<file path="src/rtl/pwm_mod_pkg.sv">
package pwm_mod_pkg;

  // Reason the latch is cleared in a given cycle, in priority order.
  typedef enum logic [1:0] {
    CLR_NONE    = 2'd0,
    CLR_RAMP    = 2'd1,
    CLR_TIMEOUT = 2'd2,
    CLR_FAULT   = 2'd3
  } clr_cause_e;

  // Decoded phase events shared by the sub-blocks.
  typedef struct packed {
    logic first;     // current phase is 0
    logic last;      // current phase is the final one of the period
    logic start_nx;  // next phase is 0 (period boundary at this edge)
    logic mid_nx;    // next phase is the period midpoint
  } phase_flags_t;

endpackage

</file>
<file path="src/rtl/pwm_rst_sync.sv">
module pwm_rst_sync #(
  parameter int STAGES = 2
) (
  input  logic clk,
  input  logic rst_n_in,
  output logic rst_n_out
);

  logic [STAGES-1:0] sync_q;

  // Assert immediately, release after STAGES clock edges.
  always_ff @(posedge clk or negedge rst_n_in) begin
    if (!rst_n_in) begin
      sync_q <= '0;
    end else begin
      sync_q <= {sync_q[STAGES-2:0], 1'b1};
    end
  end

  assign rst_n_out = sync_q[STAGES-1];

endmodule

</file>
<file path="src/rtl/pwm_phase_gen.sv">
module pwm_phase_gen
  import pwm_mod_pkg::*;
#(
  parameter  int PERIOD_CYC = 278,
  localparam int PH_W       = $clog2(PERIOD_CYC)
) (
  input  logic            clk,
  input  logic            rst_n,
  output logic [PH_W-1:0] phase_q,
  output logic [PH_W-1:0] phase_nx,
  output phase_flags_t    flags
);

  localparam logic [PH_W-1:0] PH_LAST = PH_W'(PERIOD_CYC - 1);
  localparam logic [PH_W-1:0] PH_MID  = PH_W'(PERIOD_CYC / 2);

  logic [PH_W-1:0] phase_d;

  // Next-state decode: wrap at the final phase.
  always_comb begin
    flags.first    = (phase_q == '0);
    flags.last     = (phase_q == PH_LAST);
    phase_nx       = flags.last ? '0 : phase_q + PH_W'(1);
    flags.start_nx = (phase_nx == '0);
    flags.mid_nx   = (phase_nx == PH_MID);
    phase_d        = phase_nx;
  end

  always_ff @(posedge clk or negedge rst_n) begin
    if (!rst_n) begin
      phase_q <= '0;
    end else begin
      phase_q <= phase_d;
    end
  end

endmodule

</file>
<file path="src/rtl/pwm_ramp_cmp.sv">
module pwm_ramp_cmp #(
  parameter  int CMD_W      = 10,
  parameter  int PERIOD_CYC = 278,
  parameter  int RAMP_OFS   = 278,
  localparam int PH_W       = $clog2(PERIOD_CYC),
  localparam int RW         = CMD_W + 1
) (
  input  logic             clk,
  input  logic             rst_n,
  input  logic [CMD_W-1:0] duty_cmd,
  input  logic [PH_W-1:0]  phase_nx,
  input  logic             start_nx,
  output logic             ramp_trip
);

  logic [CMD_W-1:0] duty_q;
  logic [CMD_W-1:0] duty_d;
  logic             load_en;
  logic [RW-1:0]    ramp_nx;

  // The command is captured at the edge that enters phase 0. In that
  // same decision the fresh command is used directly.
  always_comb begin
    load_en   = start_nx;
    duty_d    = load_en ? duty_cmd : duty_q;
    ramp_nx   = RW'(RAMP_OFS) + RW'(phase_nx);
    ramp_trip = (ramp_nx >= {1'b0, duty_d});
  end

  always_ff @(posedge clk or negedge rst_n) begin
    if (!rst_n) begin
      duty_q <= '0;
    end else if (load_en) begin
      duty_q <= duty_d;
    end
  end

endmodule

</file>
<file path="src/rtl/pwm_run_guard.sv">
module pwm_run_guard #(
  parameter  int MAX_RUNS = 20,
  localparam int RUN_W    = $clog2(MAX_RUNS + 1)
) (
  input  logic             clk,
  input  logic             rst_n,
  input  logic             pwm_q,
  input  logic             fault,
  input  logic             first,
  input  logic             last,
  input  logic             mid_nx,
  output logic             force_off,
  output logic [RUN_W-1:0] runs_q
);

  localparam logic [RUN_W-1:0] RUN_MAX = RUN_W'(MAX_RUNS);

  logic             hi_all_q;
  logic             hi_all_d;
  logic             full_period;
  logic             runs_en;
  logic [RUN_W-1:0] runs_d;

  always_comb begin
    // Tracks whether the request has been high in every cycle so far.
    if (fault) begin
      hi_all_d = 1'b0;
    end else if (first) begin
      hi_all_d = pwm_q;
    end else begin
      hi_all_d = hi_all_q & pwm_q;
    end

    full_period = hi_all_q & pwm_q;
    runs_en     = fault | last;

    if (fault || !full_period) begin
      runs_d = '0;
    end else if (runs_q == RUN_MAX) begin
      runs_d = runs_q;
    end else begin
      runs_d = runs_q + RUN_W'(1);
    end

    force_off = (runs_q == RUN_MAX) && mid_nx;
  end

  always_ff @(posedge clk or negedge rst_n) begin
    if (!rst_n) begin
      hi_all_q <= 1'b0;
    end else begin
      hi_all_q <= hi_all_d;
    end
  end

  always_ff @(posedge clk or negedge rst_n) begin
    if (!rst_n) begin
      runs_q <= '0;
    end else if (runs_en) begin
      runs_q <= runs_d;
    end
  end

endmodule

</file>
<file path="src/rtl/pwm_latch.sv">
module pwm_latch
  import pwm_mod_pkg::*;
#(
  parameter  int MIN_ON = 23,
  localparam int ON_W   = $clog2(MIN_ON + 1)
) (
  input  logic clk,
  input  logic rst_n,
  input  logic set_req,
  input  logic ramp_trip,
  input  logic force_off,
  input  logic fault,
  output logic pwm_q
);

  localparam logic [ON_W-1:0] ON_MIN = ON_W'(MIN_ON);

  clr_cause_e      cause;
  logic            pwm_d;
  logic            min_done;
  logic [ON_W-1:0] on_cnt_q;
  logic [ON_W-1:0] on_cnt_d;

  always_comb begin
    // The ramp may end a running pulse only after the minimum on-time.
    // It always blocks a set while the request is low.
    min_done = !pwm_q || (on_cnt_q >= ON_MIN);

    if (fault) begin
      cause = CLR_FAULT;
    end else if (force_off) begin
      cause = CLR_TIMEOUT;
    end else if (ramp_trip && min_done) begin
      cause = CLR_RAMP;
    end else begin
      cause = CLR_NONE;
    end

    // Clear dominates set.
    case (cause)
      CLR_NONE: pwm_d = set_req | pwm_q;
      default:  pwm_d = 1'b0;
    endcase

    if (!pwm_d) begin
      on_cnt_d = '0;
    end else if (on_cnt_q == ON_MIN) begin
      on_cnt_d = on_cnt_q;
    end else begin
      on_cnt_d = on_cnt_q + ON_W'(1);
    end
  end

  always_ff @(posedge clk or negedge rst_n) begin
    if (!rst_n) begin
      pwm_q    <= 1'b0;
      on_cnt_q <= '0;
    end else begin
      pwm_q    <= pwm_d;
      on_cnt_q <= on_cnt_d;
    end
  end

endmodule

</file>
<file path="src/rtl/pwm_maxduty_mod.sv">
module pwm_maxduty_mod
  import pwm_mod_pkg::*;
#(
  parameter int CMD_W      = 10,
  parameter int PERIOD_CYC = 278,
  parameter int RAMP_OFS   = 278,
  parameter int MIN_ON     = 23,
  parameter int MAX_RUNS   = 20
) (
  input  logic             clk,
  input  logic             rst_n,
  input  logic [CMD_W-1:0] duty_cmd,
  input  logic             fault,
  output logic             pwm_req
);

  localparam int PH_W  = $clog2(PERIOD_CYC);
  localparam int RUN_W = $clog2(MAX_RUNS + 1);

  logic             rst_sync_n;
  logic [PH_W-1:0]  phase_q;
  logic [PH_W-1:0]  phase_nx;
  phase_flags_t     flags;
  logic             ramp_trip;
  logic             force_off;
  logic [RUN_W-1:0] runs_q;
  logic             pwm_q;

  pwm_rst_sync #(.STAGES(2)) u_rst (
    .clk       (clk),
    .rst_n_in  (rst_n),
    .rst_n_out (rst_sync_n)
  );

  pwm_phase_gen #(.PERIOD_CYC(PERIOD_CYC)) u_phase (
    .clk      (clk),
    .rst_n    (rst_sync_n),
    .phase_q  (phase_q),
    .phase_nx (phase_nx),
    .flags    (flags)
  );

  pwm_ramp_cmp #(
    .CMD_W      (CMD_W),
    .PERIOD_CYC (PERIOD_CYC),
    .RAMP_OFS   (RAMP_OFS)
  ) u_ramp (
    .clk       (clk),
    .rst_n     (rst_sync_n),
    .duty_cmd  (duty_cmd),
    .phase_nx  (phase_nx),
    .start_nx  (flags.start_nx),
    .ramp_trip (ramp_trip)
  );

  pwm_run_guard #(.MAX_RUNS(MAX_RUNS)) u_guard (
    .clk       (clk),
    .rst_n     (rst_sync_n),
    .pwm_q     (pwm_q),
    .fault     (fault),
    .first     (flags.first),
    .last      (flags.last),
    .mid_nx    (flags.mid_nx),
    .force_off (force_off),
    .runs_q    (runs_q)
  );

  pwm_latch #(.MIN_ON(MIN_ON)) u_latch (
    .clk       (clk),
    .rst_n     (rst_sync_n),
    .set_req   (flags.start_nx),
    .ramp_trip (ramp_trip),
    .force_off (force_off),
    .fault     (fault),
    .pwm_q     (pwm_q)
  );

  assign pwm_req = pwm_q;

endmodule

</file>
<file path="config.mk">
export PLATFORM = sky130hd
export DESIGN_NAME = pwm_maxduty_mod
export DESIGN_NICKNAME = d
export VERILOG_FILES = /design/src/rtl/pwm_mod_pkg.sv /design/src/rtl/pwm_rst_sync.sv /design/src/rtl/pwm_phase_gen.sv /design/src/rtl/pwm_ramp_cmp.sv /design/src/rtl/pwm_run_guard.sv /design/src/rtl/pwm_latch.sv /design/src/rtl/pwm_maxduty_mod.sv
export SDC_FILE = /design/constraint.sdc
export NUM_CORES = 1
export LEC_CHECK = 0
export BUFFER_PORTS_ARGS = -buffer_cell sky130_fd_sc_hd__buf_4
export CAP_MARGIN = 0
export CELL_PAD_IN_SITES_DETAIL_PLACEMENT = 1
export CELL_PAD_IN_SITES_GLOBAL_PLACEMENT = 2
export CORE_MARGIN = 2
export CORE_UTILIZATION = 30
export CTS_BUF_LIST = sky130_fd_sc_hd__clkbuf_8
export DETAILED_ROUTE_END_ITERATION = 10
export PLACE_DENSITY_LB_ADDON = 0.1
export REMOVE_ABC_BUFFERS = 1
export SLEW_MARGIN = 20
export SYNTH_ARGS = -nofsm -noshare
export SYNTH_HDL_FRONTEND = slang
export SYNTH_SLANG_ARGS = --single-unit
</file>
<file path="constraint.sdc">
create_clock -name clk -period 1.4 [get_ports clk]
set_input_delay 0.28 -clock clk [delete_from_list [all_inputs] [get_ports clk]]
set_output_delay 0.28 -clock clk [all_outputs]
set_load 0.005 [all_outputs]
</file>
==> impl_metrics.prom, run 1 <==
# TYPE chip_impl_metric gauge
chip_impl_info{name="run_status",value="finished with violations"} 1
chip_impl_info{name="violations",value="negative setup slack"} 1
chip_impl_metric{name="critPathArrivalTime",unit="ps"} 3580
chip_impl_metric{name="multi_input_comb_area",unit="sq um"} 1400
chip_impl_metric{name="clock_tree.buffer_depth",unit=""} 2
chip_impl_metric{name="detail_route.iter0.violations",unit=""} 45
chip_impl_info{name="worst_hold_path_type",value="in -> reg"} 1
chip_impl_metric{name="postRouteWirelength",unit="um"} 6280
chip_impl_info{name="setup.worst_path.end_class",value="flop"} 1
chip_impl_metric{name="design.final.nets",unit=""} 325
chip_impl_info{name="rsz0062_at_grt",value="yes"} 1
chip_impl_metric{name="report.final.setup_viol",unit=""} 28
chip_impl_metric{name="clkSinkCount",unit=""} 33
chip_impl_metric{name="final.setup.worst_slack",unit="ps"} -1990
chip_impl_metric{name="n_fill_cell",unit=""} 765
chip_impl_info{name="top_layer_reached_by_signal_wires",value="met4"} 1
chip_impl_metric{name="drtPass1Iterations",unit=""} 4
chip_impl_info{name="tritoncts",value="done"} 1
chip_impl_metric{name="fin_skew",unit="ps"} 4.65
chip_impl_metric{name="postSynthRegisterBits",unit=""} 33
chip_impl_metric{name="seq_area_frac_synth",unit="%"} 39.4
chip_impl_metric{name="max_freq",unit="MHz"} 295
chip_impl_metric{name="first_global_vias",unit=""} 2064
chip_impl_metric{name="clkLatencyLatePin",unit="ps"} 290
chip_impl_info{name="crit_path_start_kind",value="flop"} 1
chip_impl_metric{name="number_of_antenna_violations_at_the_first_check_in_global_routing",unit=""} 0
chip_impl_metric{name="synthesis.area",unit="sq um"} 2100
chip_impl_metric{name="routedWlPerCell",unit="um"} 16.0
chip_impl_metric{name="boundaryPins",unit=""} 14
chip_impl_metric{name="finalWeightedCongestion",unit=""} 0.863
chip_impl_metric{name="report.final.hold_viol_count",unit=""} 0
chip_impl_metric{name="powerDensity",unit="nW/um^2"} 539
chip_impl_metric{name="timing.max_cap.violations",unit=""} 0
chip_impl_metric{name="crit_path_max_fanout",unit=""} 7
chip_impl_metric{name="cts_max_level",unit=""} 2
chip_impl_metric{name="post-synth-top-area-fraction",unit="%"} 39.4
chip_impl_metric{name="drc_errors",unit=""} 0
chip_impl_metric{name="diodes",unit=""} 0
chip_impl_metric{name="layout-drive-gt1-share",unit="%"} 50.3
chip_impl_metric{name="overflow",unit=""} 0
chip_impl_metric{name="clk_transition_reported_paths",unit="ps"} 70
chip_impl_metric{name="dpl.hpwl",unit="um"} 4570
chip_impl_metric{name="fin_crit_sh",unit="%"} 242
chip_impl_metric{name="die_x",unit="um"} 87.6
chip_impl_metric{name="seq_area",unit="sq um"} 830
chip_impl_metric{name="grt_first_pass_wirelength",unit="um"} 10000
chip_impl_metric{name="start_util",unit="%"} 30.9
chip_impl_metric{name="final_core_util",unit="%"} 47.3
chip_impl_info{name="cts.root.buffer_cell",value="clkbuf_8"} 1
chip_impl_metric{name="rows",unit=""} 30
chip_impl_metric{name="routed-wl-met2",unit="um"} 3200
chip_impl_metric{name="placement.setup.worst_slack",unit="ps"} -2290
chip_impl_metric{name="placeableCoreArea",unit="sq um"} 6790
chip_impl_metric{name="finalHoldWorstSlack",unit="ps"} 207
chip_impl_metric{name="die_area",unit="sq um"} 7670
chip_impl_metric{name="area_growth_syn_to_layout",unit="%"} 53.2
chip_impl_metric{name="layout_min_cycle_time",unit="ps"} 3390
chip_impl_metric{name="cts_made_buffers",unit=""} 5
chip_impl_metric{name="largest_net_degree_at_the_start_of_global_routing",unit=""} 32
chip_impl_metric{name="dr_wl_met3",unit="um"} 149
chip_impl_metric{name="detailroute.via_count",unit=""} 1910
chip_impl_info{name="synth_top_cells_by_area",value="dfrtp_1 (39%), ha_1 (10%), mux2_2 (5.9%)"} 1
chip_impl_metric{name="max-vdd-ir-drop",unit="mV"} 0.409
chip_impl_metric{name="worst_r2r_path_depth",unit=""} 12
chip_impl_metric{name="holdPathStages",unit=""} 2
chip_impl_metric{name="die_y",unit="um"} 87.6
chip_impl_info{name="synth_area_leader_cell",value="dfrtp_1"} 1
chip_impl_metric{name="synth_warnings",unit=""} 0
chip_impl_metric{name="drtAntennaViolNets",unit=""} 0
chip_impl_metric{name="global_route.usage.total",unit="%"} 16.8
chip_impl_metric{name="yosysUniqueCellTypes",unit=""} 46
chip_impl_metric{name="p_leak",unit="nW"} 1.44
chip_impl_metric{name="cp.required",unit="ps"} 1590
chip_impl_metric{name="postSynthAreaPerCell",unit="sq um"} 10.2
chip_impl_metric{name="detail_route.vias_per_cell",unit=""} 4.87
chip_impl_metric{name="place.port_buffers",unit=""} 13
chip_impl_metric{name="synthCells",unit=""} 206
chip_impl_metric{name="final_max_slew_viol_count",unit=""} 0
chip_impl_info{name="timing.setup.critical_path_class",value="reg -> reg"} 1
chip_impl_metric{name="wirelength_met1",unit="um"} 2790
[metrics by stage]
step | TNS, ps | total power, mW | area [sq um] | cells
after floorplan | -40140 | 0.993 | 2060 | 201
after global placement | -26450 | 1.03 | 2710 | 366
after detailed placement | -29060 | 1.04 | 2710 | 366
after CTS | -25310 | 1.75 | 2940 | 378
after global routing | -28210 | 1.80 | 3210 | 392
final | -26300 | 1.73 | 3210 | 392
[power by group]
part | switching (mW) | internal [mW]
sequential | 0.00101 | 0.956
combinational | 0.0366 | 0.0328
clock | 0.369 | 0.337
total | 0.406 | 1.33
[final cells by class]
type | count | share of cell area, %
multi-input combinational | 153 | 43.7
tap | 96 | 3.74
inverter | 15 | 1.75
clock buffer | 5 | 2.14
clock inverter | 3 | 0.428
timing repair buffer | 87 | 22.5
sequential | 33 | 25.8
[sequential cells by signal, summed over array words and instances (netlist names)]
name,count
u_phase.phase_q,9
u_rst.sync_q,2
u_latch.on_cnt_q,5
u_ramp.duty_q,10
u_latch.pwm_q,1
u_guard.runs_q,5
u_guard.hi_all_q,1
[worst paths after layout]
kind	slack, ps	startpoint	endpoint
setup / recovery	-1990	u_phase.phase_q[7]	u_latch.on_cnt_q[2]
hold / removal	210	fault	u_guard.hi_all_q
setup reg to reg	-1990	u_phase.phase_q[7]	u_latch.on_cnt_q[2]
hold reg to reg	290	u_rst.sync_q[1]	u_latch.on_cnt_q[1]
max in group asynchronous	760	u_rst.sync_q[1]	u_phase.phase_q[2]
min in group asynchronous	290	u_rst.sync_q[1]	u_latch.on_cnt_q[1]
[cell usage in the layout (no fill, tap or decap), types with 3 or more instances in the layout]
cell type,Yosys,final
buf_4,2,73
dfrtp_1,33,30
ha_1,17,14
inv_1,15,13
nand3_1,11,11
buf_6,1,11
xnor2_1,11,10
mux2_2,11,9
nand2_1,10,7
mux2i_1,10,6
o21ai_1,1,5
a31oi_1,6,5
o21ai_0,13,5
nor4_1,8,5
clkbuf_8,0,5
nand4_1,4,4
o21ai_2,0,4
nor2_1,9,4
mux2i_2,0,4
nor2_4,0,3
inv_2,0,3
nor3_1,5,3
dfrtp_2,0,3
[per-layer routing]
layer	up-vias	GRT usage [%]
met5	-	0
met4	0	4.76
met3	9	3.58
met2	24	28.6
met1	948	21.5
li1	929	-
[timing repair]
item	in CTS	in global routing
endpoints found under the hold margin	2	0
hold buffers	1	0
pin swaps	15	15
setup buffers	3	15
gates resized for setup	32	41
setup endpoints to repair	30	31
[kinds of logic (layout without fill, tap and decap cells)]
group,after synthesis,after routing,share of synthesized area [%]
xor+xnor,14,14,5.85
flops,33,33,39.4
other cells,1,1,0.179
compound gates,37,37,12.4
buf+inv,20,110,4.35
simple gates,63,63,17.1
mux,21,21,10.7
fa+ha+maj,17,17,10.1
[critical path: stages, from the launching register on]
cell      delay (ps)
dfrtp_1          400
or4_4            600
nor2_8           160
o211ai_4         100
nor4_4           340
buf_12           180
mux2i_2          200
ha_1             270
a21o_1           170
a221o_1          320
a31oi_2          170
o21ai_2          130
nor4_1           260
[Yosys cell counts (all sizes together)]
| master | count |
|---|---|
| a211o | 1 |
| a31o | 1 |
| o22a | 1 |
| mux2 | 11 |
| inv | 15 |
| a21oi | 2 |
| nor4 | 9 |
| a32o | 1 |
| nand2b | 2 |
| xor2 | 3 |
| nand4 | 4 |
| o311ai | 1 |
| buf | 4 |
| a21o | 2 |
| ha | 17 |
| o211ai | 2 |
| nor3 | 5 |
| nand2 | 10 |
| a31oi | 6 |
| a221o | 1 |
| o41a | 1 |
| o21ai | 14 |
| conb | 1 |
| or4 | 1 |
| nand3 | 11 |
| nand3b | 1 |
| or2 | 1 |
| nand4b | 2 |
| o2111ai | 1 |
| o22ai | 1 |
| clkbuf | 1 |
| nor2 | 10 |
| o21ba | 1 |
| a211oi | 1 |
| and3 | 2 |
| dfrtp | 33 |
| xnor2 | 11 |
| mux2i | 10 |
| or3 | 3 |
| nor2b | 2 |
(Power assumes the default switching activity.)
==> inputs of run 2 (changes only) <==
Settings changed: CELL_PAD_IN_SITES_DETAIL_PLACEMENT 1 to default, CELL_PAD_IN_SITES_GLOBAL_PLACEMENT 2 to default, PLACE_DENSITY_LB_ADDON 0.1 to default.
==> run 2 against run 1 <==
Effect of this change:
- the run still ends with negative setup slack left
- critical path type unchanged
- register-to-register slack hardly changed
- count of clock-buffer cells in the layout is 1 higher
- maximum frequency is 0.35% lower
- critical endpoint is now u_latch.on_cnt_q[4]
==> impl_metrics.prom, run 2 (synthesized netlist as in run 1, its figures left out) <==
# TYPE chip_impl_metric gauge
chip_impl_metric{name="placeableCoreArea",unit="sq um"} 6790
chip_impl_metric{name="first_global_vias",unit=""} 1865
chip_impl_metric{name="largest_register_ffs",unit=""} 10
chip_impl_metric{name="report.final.setup_viol",unit=""} 30
chip_impl_metric{name="max_freq",unit="MHz"} 294
chip_impl_metric{name="design.final.nets",unit=""} 326
chip_impl_info{name="rsz0062_at_grt",value="yes"} 1
chip_impl_metric{name="detailed_place.area",unit="sq um"} 2770
chip_impl_metric{name="powerDensity",unit="nW/um^2"} 592
chip_impl_info{name="worst_hold_path_type",value="in -> reg"} 1
chip_impl_metric{name="die_y",unit="um"} 87.6
chip_impl_metric{name="crit_path_max_fanout",unit=""} 6
chip_impl_metric{name="start_util",unit="%"} 30.9
chip_impl_metric{name="n_fill_cell",unit=""} 607
chip_impl_metric{name="die_area",unit="sq um"} 7670
chip_impl_metric{name="drtPass1Iterations",unit=""} 4
chip_impl_metric{name="dpl.hpwl",unit="um"} 3740
chip_impl_metric{name="overflow",unit=""} 0
chip_impl_metric{name="cts_made_buffers",unit=""} 5
chip_impl_info{name="cts.root.buffer_cell",value="clkbuf_8"} 1
chip_impl_info{name="mostFrequentLayoutCell",value="buf_4"} 1
chip_impl_metric{name="report.final.hold_viol_count",unit=""} 0
chip_impl_metric{name="fin_crit_sh",unit="%"} 243
chip_impl_metric{name="postRouteWirelength",unit="um"} 5310
chip_impl_metric{name="boundaryPins",unit=""} 14
chip_impl_metric{name="detailroute.via_count",unit=""} 1853
chip_impl_metric{name="finalWeightedCongestion",unit=""} 0.825
chip_impl_metric{name="seq_area",unit="sq um"} 826
chip_impl_metric{name="layout_min_cycle_time",unit="ps"} 3400
chip_impl_info{name="most-common-layout-cells",value="buf_4 (71), dfrtp_1 (33), ha_1 (15), buf_6 (15), inv_1 (14)"} 1
chip_impl_metric{name="use_met1",unit="%"} 19.9
chip_impl_metric{name="routedWlPerCell",unit="um"} 13.5
chip_impl_metric{name="max-vdd-ir-drop",unit="mV"} 0.508
chip_impl_metric{name="largest_net_degree_at_the_start_of_global_routing",unit=""} 32
chip_impl_info{name="timing.setup.critical_path_class",value="reg -> reg"} 1
chip_impl_metric{name="clock_tree.buffer_depth",unit=""} 2
chip_impl_metric{name="timing.max_cap.violations",unit=""} 0
chip_impl_info{name="crit_path_start_kind",value="flop"} 1
chip_impl_metric{name="grt_util_met2",unit="%"} 23.7
chip_impl_info{name="run_status",value="finished with violations"} 1
chip_impl_metric{name="final_max_slew_viol_count",unit=""} 0
chip_impl_metric{name="cts_max_level",unit=""} 2
chip_impl_metric{name="layout-drive-gt1-share",unit="%"} 48.1
chip_impl_metric{name="diodes",unit=""} 0
chip_impl_metric{name="grt_first_pass_wirelength",unit="um"} 8710
chip_impl_metric{name="final.setup.worst_slack",unit="ps"} -2000
chip_impl_metric{name="grt_use_met3",unit="%"} 2.45
chip_impl_metric{name="critPathArrivalTime",unit="ps"} 3590
chip_impl_metric{name="drc_errors",unit=""} 0
chip_impl_metric{name="number_of_antenna_violations_at_the_first_check_in_global_routing",unit=""} 0
chip_impl_metric{name="rows",unit=""} 30
chip_impl_info{name="grt_busiest_layer",value="met2"} 1
chip_impl_metric{name="cp.required",unit="ps"} 1590
chip_impl_metric{name="area_growth_syn_to_layout",unit="%"} 55.5
chip_impl_metric{name="fin_skew",unit="ps"} 7.16
chip_impl_metric{name="multi_input_comb_area",unit="sq um"} 1420
chip_impl_metric{name="detail_route.vias_per_cell",unit=""} 4.72
chip_impl_metric{name="clkLatencyLatePin",unit="ps"} 280
chip_impl_info{name="register_containing_the_most_flip_flops_in_the_final_layout",value="u_ramp.duty_q"} 1
chip_impl_metric{name="p_leak",unit="nW"} 1.46
chip_impl_metric{name="drtAntennaViolNets",unit=""} 0
chip_impl_metric{name="place.port_buffers",unit=""} 13
chip_impl_info{name="tritoncts",value="done"} 1
chip_impl_metric{name="detail_route.iter0.violations",unit=""} 66
chip_impl_metric{name="global_route.usage.total",unit="%"} 14.4
chip_impl_metric{name="die_x",unit="um"} 87.6
chip_impl_info{name="violations",value="negative setup slack"} 1
chip_impl_metric{name="clkSinkCount",unit=""} 33
chip_impl_metric{name="finalInstanceArea",unit="sq um"} 3260
chip_impl_info{name="setup.worst_path.end_class",value="flop"} 1
chip_impl_metric{name="clk_transition_reported_paths",unit="ps"} 70
chip_impl_info{name="reg.largest.list",value="u_ramp.duty_q x10, u_phase.phase_q x9"} 1
chip_impl_metric{name="placement.setup.worst_slack",unit="ps"} -2110
## run 2: stage by stage
step | utilization, % | power [mW] | cells | hold WS [ps] | TNS (ps)
3_5_place_dp | 40.8 | 1.04 | 374 | 63.4 | -26720
5_1_grt | 48.0 | 2.01 | 393 | 218 | -28050
3_3_place_gp | 40.8 | 1.03 | 374 | 62.0 | -25740
2_1_floorplan | - | 0.993 | 201 | -15.6 | -40140
6_report | 48.0 | 1.93 | 393 | 218 | -25540
4_1_cts | 45.5 | 1.96 | 389 | 199 | -25100
## run 2: path summary, 6_finish.rpt
path                                         start                   to  slack [ps]  cells past startpoint
max in group asynchronous          u_rst.sync_q[1]   u_phase.phase_q[1]         830                      1
worst max register to register  u_phase.phase_q[0]  u_latch.on_cnt_q[4]       -2000                     17
worst min register to register     u_rst.sync_q[1]    u_guard.runs_q[0]         260                      1
min in group asynchronous          u_rst.sync_q[1]    u_guard.runs_q[0]         260                      1
worst min-delay path                         fault     u_guard.hi_all_q         220                      2
worst max-delay path            u_phase.phase_q[0]  u_latch.on_cnt_q[4]       -2000                     17
## run 2: per-layer routing
metal  part of all wire (%)  wire length [um]
met4                   0.64                34
met2                     51              2680
met3                    2.4               126
met5                      0                 0
met1                     46              2460
## run 2: where the power goes
part	total (mW)	switching, mW	internal (mW)
sequential	0.957	0.000660	0.956
clock	0.908	0.335	0.573
combinational	0.0673	0.0344	0.0329
total	1.93	0.370	1.56
## run 2: critical path, cell delays in order, from the launching register on
cell,delay [ps]
dfrtp_1,390
buf_6,130
ha_4,140
nand4_1,130
buf_6,150
nor2_8,50
buf_6,110
buf_4,120
buf_6,130
nor3_2,260
o21ai_0,150
xnor2_1,160
ha_1,330
and3_4,190
a221o_1,330
a31oi_4,190
o21ai_4,100
nor4_2,240
## run 2: final cells by class
| class | instances | area share, % |
|---|---|---|
| Sequential cell | 33 | 25.3 |
| Tap cell | 96 | 3.68 |
| Inverter | 15 | 1.73 |
| Clock inverter | 2 | 1.04 |
| Clock buffer | 6 | 2.53 |
| Timing Repair Buffer | 88 | 22.3 |
| Multi-Input combinational cell | 153 | 43.4 |
## run 2: repair_timing
item                       4_1_cts  5_1_grt
pin swaps                       16       18
hold buffers                     1        0
setup endpoints to repair       31       31
gates resized for setup         34       37
setup buffers                    7        6
hold endpoints to repair         2        0
==> inputs of run 3 (changes only) <==
Settings changed: BUFFER_PORTS_ARGS -buffer_cell sky130_fd_sc_hd__buf_4 to default, DONT_BUFFER_PORTS from default to 1.
==> run 3 against run 2 <==
Effect of this change:
- the flow still finishes with violations (negative setup slack)
- flip-flop and latch count stayed put
- utilization is 0.15 points lower
- clock skew is 1.9 ps lower
- critical path depth is 4 lower
- via count is 0.11% higher
- hold slack worse by 160 ps
- routed wire length is 2.9% higher
- final area is 0.31% lower
- setup slack better by 63 ps
- count of clock-buffer cells in the layout stayed put
- total power is 0.37% higher
- critical path type unchanged
- largest cell class unchanged
==> impl_metrics.prom, run 3 (synthesized netlist as in run 1, its figures left out) <==
# TYPE chip_impl_metric gauge
chip_impl_info{name="min_delay_worst_endpoint",value="u_guard.hi_all_q"} 1
chip_impl_metric{name="max-vdd-ir-drop",unit="mV"} 0.586
chip_impl_info{name="rsz0062_at_grt",value="yes"} 1
chip_impl_metric{name="max_freq",unit="MHz"} 300
chip_impl_metric{name="placed_cells_incl_taps",unit=""} 361
chip_impl_metric{name="postRouteWirelength",unit="um"} 5460
chip_impl_metric{name="fin_skew",unit="ps"} 5.28
chip_impl_metric{name="largest_register_ffs",unit=""} 10
chip_impl_metric{name="place.port_buffers",unit=""} 0
chip_impl_info{name="mostFrequentLayoutCell",value="buf_4"} 1
chip_impl_metric{name="report.final.hold_viol_count",unit=""} 0
chip_impl_metric{name="total_power",unit="mW"} 1.94
chip_impl_metric{name="cts_made_buffers",unit=""} 5
chip_impl_metric{name="detail_route.iter0.violations",unit=""} 75
chip_impl_metric{name="global_route.usage.total",unit="%"} 14.9
chip_impl_metric{name="cp.required",unit="ps"} 1580
chip_impl_metric{name="dpl.hpwl",unit="um"} 3790
chip_impl_info{name="cts.root.buffer_cell",value="clkbuf_8"} 1
chip_impl_info{name="worst_hold_path_type",value="in -> reg"} 1
chip_impl_metric{name="multi_input_comb_area",unit="sq um"} 1470
chip_impl_metric{name="layout-drive-gt1-share",unit="%"} 49.1
chip_impl_metric{name="timing.max_cap.violations",unit=""} 0
chip_impl_metric{name="final_max_slew_viol_count",unit=""} 0
chip_impl_metric{name="cp.buffers_inverters",unit=""} 3
chip_impl_info{name="top_layer_reached_by_signal_wires",value="met4"} 1
chip_impl_metric{name="die_area",unit="sq um"} 7670
chip_impl_metric{name="drtAntennaViolNets",unit=""} 0
chip_impl_metric{name="placeableCoreArea",unit="sq um"} 6790
chip_impl_metric{name="overflow",unit=""} 0
chip_impl_metric{name="dr_wl_met3",unit="um"} 103
chip_impl_info{name="reg.largest.list",value="u_ramp.duty_q x10, u_phase.phase_q x9"} 1
chip_impl_metric{name="start_util",unit="%"} 30.9
chip_impl_metric{name="final.setup.tns",unit="ps"} -26650
chip_impl_metric{name="rrSetupSlack",unit="ps"} -1940
chip_impl_metric{name="clk_transition_reported_paths",unit="ps"} 70
chip_impl_info{name="hp-start",value="fault"} 1
chip_impl_metric{name="finalWeightedCongestion",unit=""} 0.806
chip_impl_metric{name="first_global_vias",unit=""} 1975
chip_impl_metric{name="final.setup.worst_slack",unit="ps"} -1940
chip_impl_info{name="r2r-start",value="u_phase.phase_q[3]"} 1
chip_impl_metric{name="rows",unit=""} 30
chip_impl_metric{name="placement.setup.worst_slack",unit="ps"} -2120
chip_impl_metric{name="area_growth_syn_to_layout",unit="%"} 55.0
chip_impl_metric{name="number_of_antenna_violations_at_the_first_check_in_global_routing",unit=""} 0
chip_impl_metric{name="diodes",unit=""} 0
chip_impl_info{name="timing.setup.critical_path_class",value="reg -> reg"} 1
chip_impl_metric{name="fin_crit_sh",unit="%"} 238
chip_impl_metric{name="powerDensity",unit="nW/um^2"} 597
chip_impl_metric{name="stdcell_count",unit=""} 385
chip_impl_metric{name="critPathArrivalTime",unit="ps"} 3520
chip_impl_info{name="tritoncts",value="done"} 1
chip_impl_metric{name="grt_first_pass_wirelength",unit="um"} 9040
chip_impl_metric{name="max_stage_delay",unit="ps"} 590
chip_impl_info{name="cp_cell_sequence",value="or4_4 -> nor2_8 -> buf_6 -> a31oi_4 -> nor4_4 -> buf_6 -> mux2i_1 -> ha_1 -> buf_4 -> a221o_1 -> a31oi_4 -> o21ai_4 -> nor4_2"} 1
chip_impl_info{name="setup.worst_path.end_class",value="flop"} 1
chip_impl_metric{name="worst_r2r_path_depth",unit=""} 13
chip_impl_metric{name="layout_min_cycle_time",unit="ps"} 3340
chip_impl_metric{name="clkLatencyLatePin",unit="ps"} 280
chip_impl_metric{name="clkSinkCount",unit=""} 33
chip_impl_metric{name="boundaryPins",unit=""} 14
chip_impl_metric{name="seq_area",unit="sq um"} 828
chip_impl_metric{name="p_leak",unit="nW"} 1.41
chip_impl_metric{name="crit_path_max_fanout",unit=""} 6
chip_impl_info{name="crit_family",value="simple AND/OR/NAND/NOR gates"} 1
chip_impl_metric{name="largest_net_degree_at_the_start_of_global_routing",unit=""} 32
chip_impl_info{name="critical_path.slowest_cell",value="or4_4"} 1
chip_impl_metric{name="die_y",unit="um"} 87.6
chip_impl_metric{name="holdPathStages",unit=""} 1
chip_impl_metric{name="routedWlPerCell",unit="um"} 14.2
chip_impl_metric{name="drc_errors",unit=""} 0
chip_impl_info{name="register_containing_the_most_flip_flops_in_the_final_layout",value="u_ramp.duty_q"} 1
chip_impl_info{name="most-common-layout-cells",value="buf_4 (65), dfrtp_1 (31), ha_1 (13), buf_6 (13)"} 1
chip_impl_info{name="violations",value="negative setup slack"} 1
chip_impl_info{name="run_status",value="finished with violations"} 1
chip_impl_metric{name="routed-wl-met2",unit="um"} 2730
chip_impl_metric{name="detail_route.vias_per_cell",unit=""} 4.82
chip_impl_metric{name="wirelength_met1",unit="um"} 2530
chip_impl_metric{name="drtPass1Iterations",unit=""} 4
chip_impl_metric{name="clock_tree.buffer_depth",unit=""} 2
chip_impl_info{name="critical_path.reg2reg.endpoint",value="u_latch.on_cnt_q[4]"} 1
chip_impl_metric{name="design.final.nets",unit=""} 318
chip_impl_info{name="crit_path_start_kind",value="flop"} 1
chip_impl_metric{name="report.final.setup_viol",unit=""} 29
chip_impl_metric{name="cts_max_level",unit=""} 2
chip_impl_metric{name="detailroute.via_count",unit=""} 1855
chip_impl_metric{name="die_x",unit="um"} 87.6
chip_impl_metric{name="n_fill_cell",unit=""} 593
==> run 3: final cells by class <==
| type | count | area share [%] |
|---|---|---|
| multi-input combinational | 153 | 45.1 |
| timing repair buffer | 80 | 20.3 |
| clock inverter | 2 | 1.15 |
| inverter | 15 | 1.73 |
| clock buffer | 6 | 2.54 |
| sequential | 33 | 25.5 |
| tap | 96 | 3.70 |
==> run 3: through the flow <==
step,util (%),cell area (sq um),hold WS (ps)
after floorplan,-,2060,-15.6
after global placement,39.3,2670,-15.5
after detailed placement,39.3,2670,-15.5
after CTS,45.5,3090,54.0
after global routing,47.8,3250,53.4
final,47.8,3250,60.7
==> run 3: how the worst max path moves through the flow <==
stage | startpoint | to | slack (ps) | cells after the start
floorplan | u_phase.phase_q[3] | u_latch.on_cnt_q[0] | -3060 | 11
detailed placement | u_phase.phase_q[3] | u_latch.on_cnt_q[4] | -2120 | 12
global placement | u_phase.phase_q[3] | u_latch.on_cnt_q[4] | -2000 | 12
global route | u_phase.phase_q[3] | u_latch.on_cnt_q[4] | -2090 | 13
finish | u_phase.phase_q[3] | u_latch.on_cnt_q[4] | -1940 | 13
CTS | u_phase.phase_q[7] | u_latch.on_cnt_q[4] | -1930 | 13
==> run 3: power breakdown <==
group          switching (mW)  internal, mW  leakage [nW]
combinational          0.0236        0.0115         0.913
sequential           0.000727         0.955         0.443
clock                   0.369         0.579        0.0574
total                   0.393          1.55          1.41
==> run 3: what timing repair did <==
| action | in CTS | in global routing |
|---|---|---|
| hold buffers | 1 | 0 |
| endpoints found under the setup margin | 29 | 31 |
| gates resized for setup | 49 | 36 |
| pin swaps | 18 | 16 |
| endpoints found under the hold margin | 2 | 0 |
| setup buffers | 11 | 7 |
==> run 3: routing by layer <==
layer / vias up / global-route usage [%]
met1: 905 / 19.0
li1: 920 / -
met4: 0 / 5.17
met3: 8 / 3.02
met5: - / 0
met2: 22 / 25.1
